<file path="config.mk">
export PLATFORM = sky130hd
export DESIGN_NAME = rx_dest_filter
export DESIGN_NICKNAME = d
export VERILOG_FILES = /design/src/rtl/rx_dest_filter.sv
export SDC_FILE = /design/constraint.sdc
export NUM_CORES = 1
export LEC_CHECK = 0
export ABC_AREA = 0
export BUFFER_PORTS_ARGS = -buffer_cell sky130_fd_sc_hd__buf_2
export CAP_MARGIN = 20
export CORE_UTILIZATION = 52
export CTS_BUF_LIST = sky130_fd_sc_hd__clkbuf_8
export CTS_CLUSTER_DIAMETER = 50
export DETAILED_ROUTE_END_ITERATION = 8
export PLACE_DENSITY = 0.71
export SLEW_MARGIN = 25
export SYNTH_ARGS = -nofsm -noshare
export SYNTH_HDL_FRONTEND = slang
export SYNTH_SLANG_ARGS = --single-unit
</file>
<file path="constraint.sdc">
create_clock -name clk -period 6.5 [get_ports clk]
set_clock_uncertainty 0.1 [all_clocks]
set_input_delay 0.65 -clock clk [delete_from_list [all_inputs] [get_ports clk]]
set_output_delay 0.65 -clock clk [all_outputs]
set_load 0.05 [all_outputs]
</file>
<file path="src/rtl/rx_dest_filter.sv">
module rx_dest_filter #(
  parameter int          LEN_W   = 16,
  parameter logic [31:0] LEN_RST = 32'h0000_0600,
  parameter logic [31:0] DC_RST  = 32'h0003_FFFF
) (
  input  logic       clk,
  input  logic       rst_n,
  input  logic       cfg_we,
  input  logic [2:0] cfg_addr,
  input  logic [31:0] cfg_wdata,
  input  logic       in_valid,
  input  logic       in_sof,
  input  logic       in_eof,
  input  logic [7:0] in_data,
  output logic       out_valid,
  output logic       out_sof,
  output logic       out_eof,
  output logic [7:0] out_data,
  output logic       early_valid,
  output logic       early_accept,
  output logic       final_valid,
  output logic       final_accept
);
  localparam logic [LEN_W-1:0] LEN_MAX = '1;
  localparam logic [LEN_W-1:0] HDR_LEN = LEN_W'(6);

  logic [31:0]      sta_hi;
  logic [15:0]      sta_lo;
  logic [LEN_W-1:0] max_len;
  logic [1:0]       drop_b;   // [1] broadcast, [0] multicast
  logic [1:0]       keep_b;
  logic [LEN_W-1:0] cnt;
  logic [39:0]      hdr;
  logic             addr_ok;

  // R11 register writes
  always_ff @(posedge clk) begin
    if (!rst_n) begin
      sta_hi  <= '0;
      sta_lo  <= '0;
      max_len <= LEN_RST[LEN_W-1:0];
      drop_b  <= '0;
      keep_b  <= DC_RST[9:8];
    end else if (cfg_we) begin
      case (cfg_addr)
        3'd0: sta_hi  <= cfg_wdata;
        3'd1: sta_lo  <= cfg_wdata[31:16];
        3'd2: max_len <= cfg_wdata[LEN_W-1:0];
        3'd3: drop_b  <= cfg_wdata[9:8];
        3'd4: keep_b  <= cfg_wdata[9:8];
        default: ;
      endcase
    end
  end

  logic [LEN_W-1:0] len_now;
  logic [47:0]      dst;
  logic             is_bc, is_mc, cls_ok, at_six;

  // R10 sof restarts the count
  assign len_now = in_sof ? LEN_W'(1) : (cnt == LEN_MAX ? cnt : cnt + 1'b1);
  assign dst     = {hdr, in_data};
  assign is_bc   = &dst;
  assign is_mc   = dst[40];
  // R1 R2 R3 class priority
  assign cls_ok  = is_bc ? (keep_b[1] | ~drop_b[1]) :
                   is_mc ? (keep_b[0] | ~drop_b[0]) :
                   (dst == {sta_hi, sta_lo});
  assign at_six  = in_valid && (len_now == HDR_LEN);

  always_ff @(posedge clk) begin
    if (!rst_n) begin
      cnt     <= '0;
      hdr     <= '0;
      addr_ok <= 1'b0;
    end else if (in_valid) begin
      cnt <= len_now;
      if (len_now < HDR_LEN) hdr <= {hdr[31:0], in_data};
      if (at_six) addr_ok <= cls_ok;
    end
  end

  always_ff @(posedge clk) begin
    if (!rst_n) begin
      out_valid    <= 1'b0;
      out_sof      <= 1'b0;
      out_eof      <= 1'b0;
      out_data     <= '0;
      early_valid  <= 1'b0;
      early_accept <= 1'b0;
      final_valid  <= 1'b0;
      final_accept <= 1'b0;
    end else begin
      out_valid    <= in_valid;
      out_sof      <= in_valid & in_sof;
      out_eof      <= in_valid & in_eof;
      out_data     <= in_data;
      early_valid  <= at_six;
      early_accept <= at_six & cls_ok;
      final_valid  <= in_valid & in_eof;
      // R6 R7 final verdict
      final_accept <= in_valid && in_eof && (len_now >= HDR_LEN) &&
                      (len_now <= max_len) && (at_six ? cls_ok : addr_ok);
    end
  end
endmodule


</file>
## Word-level counts from Yosys, hierarchy flattened

Cells that the tools add are included.

| storage, ports and cells | value |
|---|---|
| input bits | 49 |
| memories | 0 |
| ROM bits | 0 |
| logic and storage cells | 51 |
| bits in writable memories | 0 |
| register bits | 139 |
| latch bits | 0 |
| output and inout bits | 15 |

| cells by class | value |
|---|---|
| reduce and logical (&&, ||, !) cells | 13 |
| shifts and indexed selects | 0 |
| $mul | 0 |
| bitwise operators | 7 |
| add/subtract/negate cells | 1 |
| mux-type cells | 5 |
| divide/modulo/power cells | 0 |
| order comparisons | 3 |
| eq/ne operators | 7 |

Operator list:

| operator | count |
|---|---|
| == test 48 bit | 1 |
| AND reduction 48 bit | 1 |
| 2-to-1 mux 16 bit | 2 |
| adder 16 x 1 -> 16 bit (second input constant) | 1 |
| == test 16 bit (second input constant) | 1 |
| == test 16 x 3 -> 1 bit (second input constant) | 1 |
| >= comparator 16 x 3 -> 1 bit (second input constant) | 1 |
| less-or-equal comparator 16 bit | 1 |
| less-than comparator 16 x 3 -> 1 bit (second input constant) | 1 |
| AND reduction 2 bit | 6 |
| == test 3 x 2 -> 1 bit (second input constant) | 2 |
| logical AND 1 bit | 5 |
| bitwise AND 1 bit | 3 |
| == test 3 x 1 -> 1 bit (second input constant) | 1 |
| == test 3 bit (second input constant) | 1 |
| logical NOT 3 bit | 1 |
| 2-to-1 mux 1 bit | 3 |
| inverter 1 bit | 2 |
| bitwise OR 1 bit | 2 |

## Logic depth before layout (Yosys ltp)

Gate-level depths: netlist of run 1.

| logic depth | value |
|---|---|
| depth in word-level cells | 7 |
| depth in mapped cells | 15 |
| depth with buffers taken out | 14 |

## Worst setup path after synthesis of run 1

OpenSTA, ideal clock, no wires.

| path | value |
|---|---|
| kind | register -> register |
| start | reg cnt[0] |
| end | reg final_accept |
| stages on the path, launching flop included | 16 |
| buffers on the path | 1 |
| slack | 3.538 ns |
| clock period less this slack | 2.962 ns |
| library setup time | 0.079 ns |
| data arrival time | 2.783 ns |
| cell sequence | dfxtp_1 ha_1 and3_1 clkbuf_1 nand2_1 o211ai_1 xor2_1 nor2_1 ha_1 and4_1 nand2_1 nor3_1 nand3_1 o22ai_1 nand3_1 a211oi_2 |

| on the way | value |
|---|---|
| longest elaborated chain between the ends | 7 |
| elaborated cells between the ends (all ways) | 12 |
| classes of those cells | add/sub (1); order compare (2); eq/ne (2); mux (3); reduce/logical (4) |

RTL lines:

| what | RTL line | source |
|---|---|---|
| start: declaration | 32 | `logic [LEN_W-1:0] cnt;` |
| start signal: assignment | 77 | `cnt <= len_now;` |
| adder 16 x 1 -> 16 bit or == test 16 bit (tied branches) | 61 | `assign len_now = in_sof ? LEN_W'(1) : (cnt == LEN_MAX ? cnt : cnt + 1'b1);` |
| 2-to-1 mux 16 bit * (2 in series) | 61 |  |
| named net len_now[5] | 56 | `logic [LEN_W-1:0] len_now;` |
| >= comparator 16 x 3 -> 1 bit or == test 16 x 3 -> 1 bit (tied branches) | 102, 69 |  |
| logical AND 1 bit (on tied branches) | 102, 69 |  |
| logical AND 1 bit or 2-to-1 mux 1 bit (tied branches) | n/a |  |
| logical AND 1 bit * | 103 | `(len_now <= max_len) && (at_six ? cls_ok : addr_ok);` |
| end signal: assignment | 102 | `final_accept <= in_valid && in_eof && (len_now >= HDR_LEN) &&` |
| end: declaration | 22 | `output logic final_accept` |

The timed path passes the listed nets; every way through them passes the cells marked *.
A chain may end at the register's enable or synchronous reset.

## Worst setup path in the final report of run 1

| path | value |
|---|---|
| start | reg cnt[0] |
| end | reg hdr[6] |

| on the way | value |
|---|---|
| longest elaborated chain between the ends | 5 |
| elaborated cells between the ends (all ways) | 6 |
| classes of those cells | add/sub (1); order compare (1); eq/ne (1); mux (2); reduce/logical (1) |

RTL lines:

| what | RTL line | source |
|---|---|---|
| adder 16 x 1 -> 16 bit or == test 16 bit (tied branches) | 61 |  |
| 2-to-1 mux 16 bit * (2 in series) | 61 |  |
| named net len_now[12] | 56 |  |
| less-than comparator 16 x 3 -> 1 bit * | 78 | `if (len_now < HDR_LEN) hdr <= {hdr[31:0], in_data};` |
| AND reduction 2 bit (no line) * | n/a |  |
| end signal: assignment | 78 |  |
| end: declaration | 33 | `logic [39:0] hdr;` |

Marked as above.

==> summary.md, run 1 <==
| Metric | Value |
|---|---|
| Die width | `116 um` |
| Worst reg-to-reg path cell count | `9` |
| CTS HTree Levels | `4` |
| Final period utilization | `54.7%` |
| Vias in the first global route | `5169` |
| Register area | `0.00278 sq mm` |
| Drt pass-1 iters | `5` |
| Chip height | `116 um` |
| Clk_lat worst skew | `440 ps` |
| Antenna Nets Post-Route | `0` |
| Main flop type after synthesis | `dfxtp_1` |
| Row Count | `41` |
| I/O pin count | `64` |
| Worst R2R Start | `cnt[0]$_SDFFE_PN0P_` |
| Via count | `5619` |
| CTS sink cnt | `139` |
| Core ar. | `0.0126 sq mm` |
| CP Launch Type | `flip-flop` |
| Fin area | `0.00743 sq mm` |
| Slew Viols, Final | `0` |
| CTS Root Cell | `clkbuf_8` |
| Slowest-stage cell, CP | `buf_4` |
| Area after DPL | `0.00706 sq mm` |
| Syn Nets | `842` |
| Hold Vio Cnt, Final | `0` |
| CP Capture Point | `hdr[6]$_SDFFE_PN0P_` |
| Via density | `5.62` |
| Critical Path AT | `3810 ps` |
| Count leader, synth | `nand2_1` |
| Avg Inst Size Synth | `8.68 sq um` |
| Post-DP HPWL | `12400 um` |
| Post-synthesis sequential area ratio | `41.3%` |
| Critical path's top delay family | `simple AND/OR/NAND/NOR gates` |
| WP buf/inv | `1` |
| Pleak | `2.83 nW` |
| Critical Path Max Stage Delay | `570 ps` |
| CTS tree | `done` |
| Top-area cell type share of the netlist area | `41.3%` |
| Power Density | `225 mW/mm^2` |
| Post-route DRC | `0` |
| Crit path from | `cnt[0]$_SDFFE_PN0P_` |
| Endpoints failing setup | `0` |
| Setup slack, reg-to-reg | `2950 ps` |
| Critical Path Sink Type | `flip-flop` |
| Crit path depth | `9` |
| Dpl cells | `968` |
| Synth Warn # | `0` |
| Dominant cell type by area after synthesis | `dfxtp_1` |
| Fin Setup TNS | `0 ps` |
| Hold Crit Class | `reg2reg` |
| Number of setup buffers added after CTS | `0` |
| Ys async rst share | `0%` |
| Hold WS | `367 ps` |
| Initial Utilization | `53.5%` |
| First-pass GRT wire length | `26600 um` |
| Crit-path max FO | `40` |
| CTS clk-pin slew, worst paths | `80 ps` |
| Largest net degree at the start of global routing | `137` |
| Crit-path cells | `ha_1 -> nand3_2 -> nor2_4 -> a311oi_1 -> or2_1 -> or4b_4 -> nor4_4 -> buf_4 -> mux2i_1` |
| # port buffers | `63` |
| Synth top area cells | `dfxtp_1 (41%), nand2_1 (11%), mux2i_1 (8.5%)` |
| Seq cells post-synth | `139` |
| Fmax | `0.281 GHz` |
| Unrepaired setup endpoints after global routing | `no` |
| Fillcell total | `1157` |
| Cts repair resizes | `0` |
| Total design power | `0.00168 W` |
| Synthesized area | `0.00675 sq mm` |
| Initial antenna violation count | `0` |
| Worst slew margin | `41.9%` |
| Antenna cells | `0` |
| Max-Cap Viols | `0` |
| Worst endpoint required time | `6760 ps` |
| EDFF count, synth | `0` |
| Post-synthesis cell type count | `56` |
| Share of layout cells above drive strength 1 | `13.8%` |
| WL/cell | `16.8 um` |
| Final std cells w/o fill | `999` |
| Slew @ Worst Pin | `871 ps` |
| Worst VDD drop | `0.163 mV` |
| Area of the multi-input gates | `0.00365 sq mm` |
| GRT overflow | `0` |
| Maximum clock insertion buffer count | `2` |
| Crit path kind | `reg2reg` |
| GPL Wtd Cong | `0.942` |
| Tot GR Track Use | `26.5%` |
| Num CTS Buffers | `17` |
| Die area | `0.0134 sq mm` |
| Post-Synthesis Cells | `777` |
| Post-Route WL | `16800 um` |
| Status | `completed` |
| Hold_buf cts | `0` |
| Worst r2r dst | `hdr[6]$_SDFFE_PN0P_` |
| Period minus WS final | `3550 ps` |
| Most frequent cells after synthesis | `nand2_1 (192), dfxtp_1 (139), a21boi_0 (62)` |
| Syn-to-layout area delta | `10.2%` |
| Layout Nets | `880` |
| Drt initial violations | `515` |
-- metal layers --
metal | share of wire [%] | track usage (%) | vias up | wire, um
met5 | 0 | 0 | - | 0
met4 | 1.9 | 10.3 | 0 | 311
met3 | 7.5 | 6.85 | 31 | 1260
met2 | 44 | 39.3 | 192 | 7380
met1 | 47 | 36.7 | 2665 | 7810
li1 | - | - | 2731 | -
-- power breakdown --
part	total, W	switching [W]	leakage, nW	internal, W
clock network	0.000645	0.000311	0.199	0.000334
logic	0.000142	0.0000865	1.50	0.0000556
registers	0.000888	0.0000171	1.13	0.000871
total	0.00168	0.000415	2.83	0.00126
-- final cells by class --
type	count	share of cell area [%]
multi-input cells	568	49.1
clock buffers	21	3.89
flip-flops and latches	139	37.4
clock inverters	10	1.01
inverters	25	1.26
repair buffers	64	4.43
well taps	172	2.90
-- layout by cell type (no fill, tap or decap), types with 2 or more instances in the layout --
master      n
a211oi_1    2
a21boi_0   62
a21o_1      6
a21oi_1    16
a311oi_1    3
a31oi_1     5
and2_1      3
and3_1      4
and4_1      4
buf_2      62
clkbuf_8   21
clkinv_2    6
dfxtp_1   139
ha_1       16
inv_1      27
mux2i_1    57
nand2_1   191
nand2_2     2
nand3_1    15
nand4_1    29
nor2_1     16
nor2_2      2
nor2b_1    20
nor3_1      7
nor3b_1     3
nor4_1      7
o211a_1     2
o211ai_1    4
o21ai_0    10
o22ai_1     2
o31ai_1     3
or2_2       3
or3_1       2
or4b_4      2
xnor2_1    47
xor2_1      3
-- worst min-delay path by stage --
stage                                  startpoint                       to  slack (ps)  cells after the start
final                     max_len[4]$_SDFFE_PN0P_  max_len[4]$_SDFFE_PN0P_         370                      2
after global routing                cfg_wdata[27]  sta_lo[11]$_SDFFE_PN0P_         350                      3
after CTS                           cfg_wdata[27]  sta_lo[11]$_SDFFE_PN0P_         340                      3
after floorplan            keep_b[0]$_SDFFE_PN1P_   keep_b[0]$_SDFFE_PN1P_         340                      2
after global placement     keep_b[0]$_SDFFE_PN1P_   keep_b[0]$_SDFFE_PN1P_         350                      2
after detailed placement  max_len[4]$_SDFFE_PN0P_  max_len[4]$_SDFFE_PN0P_         360                      2
-- stage by stage --
step,setup slack (ps),util (%)
final,2950,58.9
after global routing,2740,58.9
after global placement,3090,55.9
after detailed placement,3020,56.0
after CTS,2980,58.9
after floorplan,3540,-
-- logic make-up (layout without fill, tap and decap cells) --
family	count (synthesis)	after routing	share of synthesized area, %
and+or+nand+nor	321	321	22.6
DFF	139	139	41.3
AOI/OAI and AO/OA	124	124	13.4
buffers and inverters	70	120	4.80
muxes	57	57	8.46
xor gates and xnor gates	50	50	6.49
adders and majority gates	16	16	2.97
-- sequential cells by signal, indices dropped and copies added, names as in the netlist --
signal / cells
max_len: 16
cnt: 16
early_accept: 1
final_accept: 1
out_valid: 1
hdr: 40
out_sof: 1
addr_ok: 1
drop_b: 2
out_data: 8
sta_hi: 32
early_valid: 1
keep_b: 2
sta_lo: 16
final_valid: 1
-- worst min-delay path, delay by kind of cell, from the launching register on --
| kind | cells | cell delay (ps) |
|---|---|---|
| DFF | 1 | 310 |
| AOI/OAI and AO/OA | 1 | 60 |
| and+or+nand+nor | 1 | 50 |
No activity file was read; power rests on OpenSTA's default activity.
==> run 2: changes to the inputs <==
clock period = 3.6 ns   (was 6.5 ns; I/O delays follow)
==> summary.md, run 2 (synthesis results as in run 1) <==
| Metric | Value |
|---|---|
| Fmax | `0.302 GHz` |
| Final Worst Setup Slack | `284 ps` |
| Registers with the most flip-flops | `hdr (40), sta_hi (32)` |
| Largest Register | `hdr` |
| Max-Cap Viols | `0` |
| Worst slew margin | `40.3%` |
| Syn-to-layout area delta | `11.3%` |
| Endpoints failing setup | `0` |
| Pre-CTS WS | `258 ps` |
| Pleak | `2.84 nW` |
| Largest net degree at the start of global routing | `99` |
| Critical path's top delay family | `compound AO/OA/AOI/OAI gates` |
| # port buffers | `63` |
| Area of the multi-input gates | `0.00366 sq mm` |
| CTS HTree Levels | `4` |
| Row Count | `41` |
| CTS sink cnt | `139` |
| CP Launch Type | `flip-flop` |
| Layout Nets | `883` |
| CTS Root Cell | `clkbuf_8` |
| Post-Route WL | `17000 um` |
| Worst Hold Path Cells | `3` |
| GPL Wtd Cong | `0.911` |
| Worst reg-to-reg path cell count | `12` |
| Worst r2r dst | `final_accept$_SDFF_PN0_` |
| Initial antenna violation count | `0` |
| Slew Viols, Final | `0` |
| Via density | `5.56` |
| GRT overflow | `0` |
| Worst endpoint required time | `3870 ps` |
| Fin area | `0.00750 sq mm` |
| Critical Path Sink Type | `flip-flop` |
| Crit-path max FO | `7` |
| Dpl cells | `971` |
| Via count | `5578` |
| Tot GR Track Use | `26.6%` |
| Slew @ Worst Pin | `896 ps` |
| Post-route DRC | `0` |
| Share of layout cells above drive strength 1 | `14.8%` |
| Unrepaired setup endpoints after global routing | `no` |
| Drt initial violations | `347` |
| Num CTS Buffers | `17` |
| Antenna cells | `0` |
| Power Density | `412 mW/mm^2` |
| Worst VDD drop | `0.277 mV` |
| Final period utilization | `92.1%` |
| CTS tree | `done` |
| Number of setup buffers added after CTS | `0` |
| Most common cell after layout, fill and taps aside | `nand2_1` |
| Slowest-stage cell, CP | `dfxtp_1` |
| Hold Crit Class | `in2reg` |
| CTS clk-pin slew, worst paths | `80 ps` |
| Period minus WS final | `3320 ps` |
| Die width | `116 um` |
| Critical Path AT | `3590 ps` |
| Die area | `0.0134 sq mm` |
| WP buf/inv | `0` |
| Hold Startpoint | `cfg_wdata[26]` |
| Critical Path Max Stage Delay | `500 ps` |
| Fin Setup TNS | `0 ps` |
| Worst R2R Start | `cnt[5]$_SDFFE_PN0P_` |
| Drt pass-1 iters | `5` |
| I/O pin count | `64` |
| Cell mode on critical path | `a21o_1` |
| Fillcell total | `1176` |
| Post-DP HPWL | `12600 um` |
| Chip height | `116 um` |
| Antenna Nets Post-Route | `0` |
| Status | `completed` |
| Hold_buf cts | `0` |
| Area after DPL | `0.00709 sq mm` |
| First-pass GRT wire length | `26600 um` |
| Register area | `0.00278 sq mm` |
| Crit-path cells | `and4_1 -> o211ai_4 -> or3_1 -> a21oi_2 -> ha_1 -> a21o_1 -> a21o_1 -> a21oi_1 -> o21ai_0 -> o22ai_1 -> nand3_1 -> a211oi_2` |
| Final std cells w/o fill | `1003` |
| Core ar. | `0.0126 sq mm` |
| Setup slack, reg-to-reg | `280 ps` |
| Most frequent cells in the layout | `nand2_1 (191), dfxtp_1 (138), a21boi_0 (62), buf_2 (62), mux2i_1 (57)` |
| Vias in the first global route | `5174` |
| WL/cell | `17.0 um` |
| Maximum clock insertion buffer count | `2` |
| Initial Utilization | `53.5%` |
| Clk_lat worst skew | `450 ps` |
| Hold Vio Cnt, Final | `0` |
| Crit path kind | `reg2reg` |
| Hold Path Sink | `sta_hi[26]$_SDFFE_PN0P_` |
| Max FFs per register | `40` |
## run 2: cell count changes in the layout (fill, tap and decap cells not counted), sizes merged
cell / change
clkinv: -2
clkbuf: +1
buf: +3
clkinvlp: +2
## run 2: layout make-up
cell class / count / area share (%)
multi-input combinational: 568 / 48.8
clock inverter: 10 / 1.18
inverter: 25 / 1.25
sequential: 139 / 37.1
clock buffer: 22 / 4.03
tap: 172 / 2.87
timing repair buffer: 67 / 4.80
## run 2: how the worst max path moves through the flow
stage / from / endpoint / slack (ps) / cells after the start
final: cnt[5]$_SDFFE_PN0P_ / final_accept$_SDFF_PN0_ / 280 / 12
after global routing: cnt[5]$_SDFFE_PN0P_ / final_accept$_SDFF_PN0_ / 20 / 13
after CTS: cnt[4]$_SDFFE_PN0P_ / final_accept$_SDFF_PN0_ / 230 / 12
after detailed placement: cnt[4]$_SDFFE_PN0P_ / final_accept$_SDFF_PN0_ / 260 / 12
after global placement: cnt[4]$_SDFFE_PN0P_ / final_accept$_SDFF_PN0_ / 410 / 12
after floorplan: cnt[0]$_SDFFE_PN0P_ / final_accept$_SDFF_PN0_ / 640 / 15
## run 2: report_power, final
group | switching (W) | internal (W)
Clock | 0.000599 | 0.000635
Sequential | 0.0000304 | 0.00157
Combinational | 0.000157 | 0.000101
## run 2: routing by layer
metal  vias up  part of all wire (%)  GRT usage (%)
met5         -                     0              0
met4         0                   2.0           10.2
met3        33                   7.5           7.79
met2       178                    44           40.5
met1      2625                    46           35.5
li1       2742                     -              -
## run 2: repair_timing
item	4_1_cts	5_1_grt
endpoints found under the hold margin	0	0
setup endpoints to repair	0	1
gates resized for setup	0	4
## run 2: per-stage QoR
stage	hold slack (ps)	total power [W]	util [%]
6_report	64.4	0.00310	59.5
5_1_grt	52.4	0.00321	59.5
4_1_cts	42.0	0.00312	59.3
3_5_place_dp	358	0.00189	56.2
3_3_place_gp	353	0.00189	56.2
2_1_floorplan	336	0.00181	-
## run 2: worst min-delay path: cells and delay by family
kind            cells  cell delay [ps]
buf+inv             1              100
simple gates        1               40
compound gates      1               60
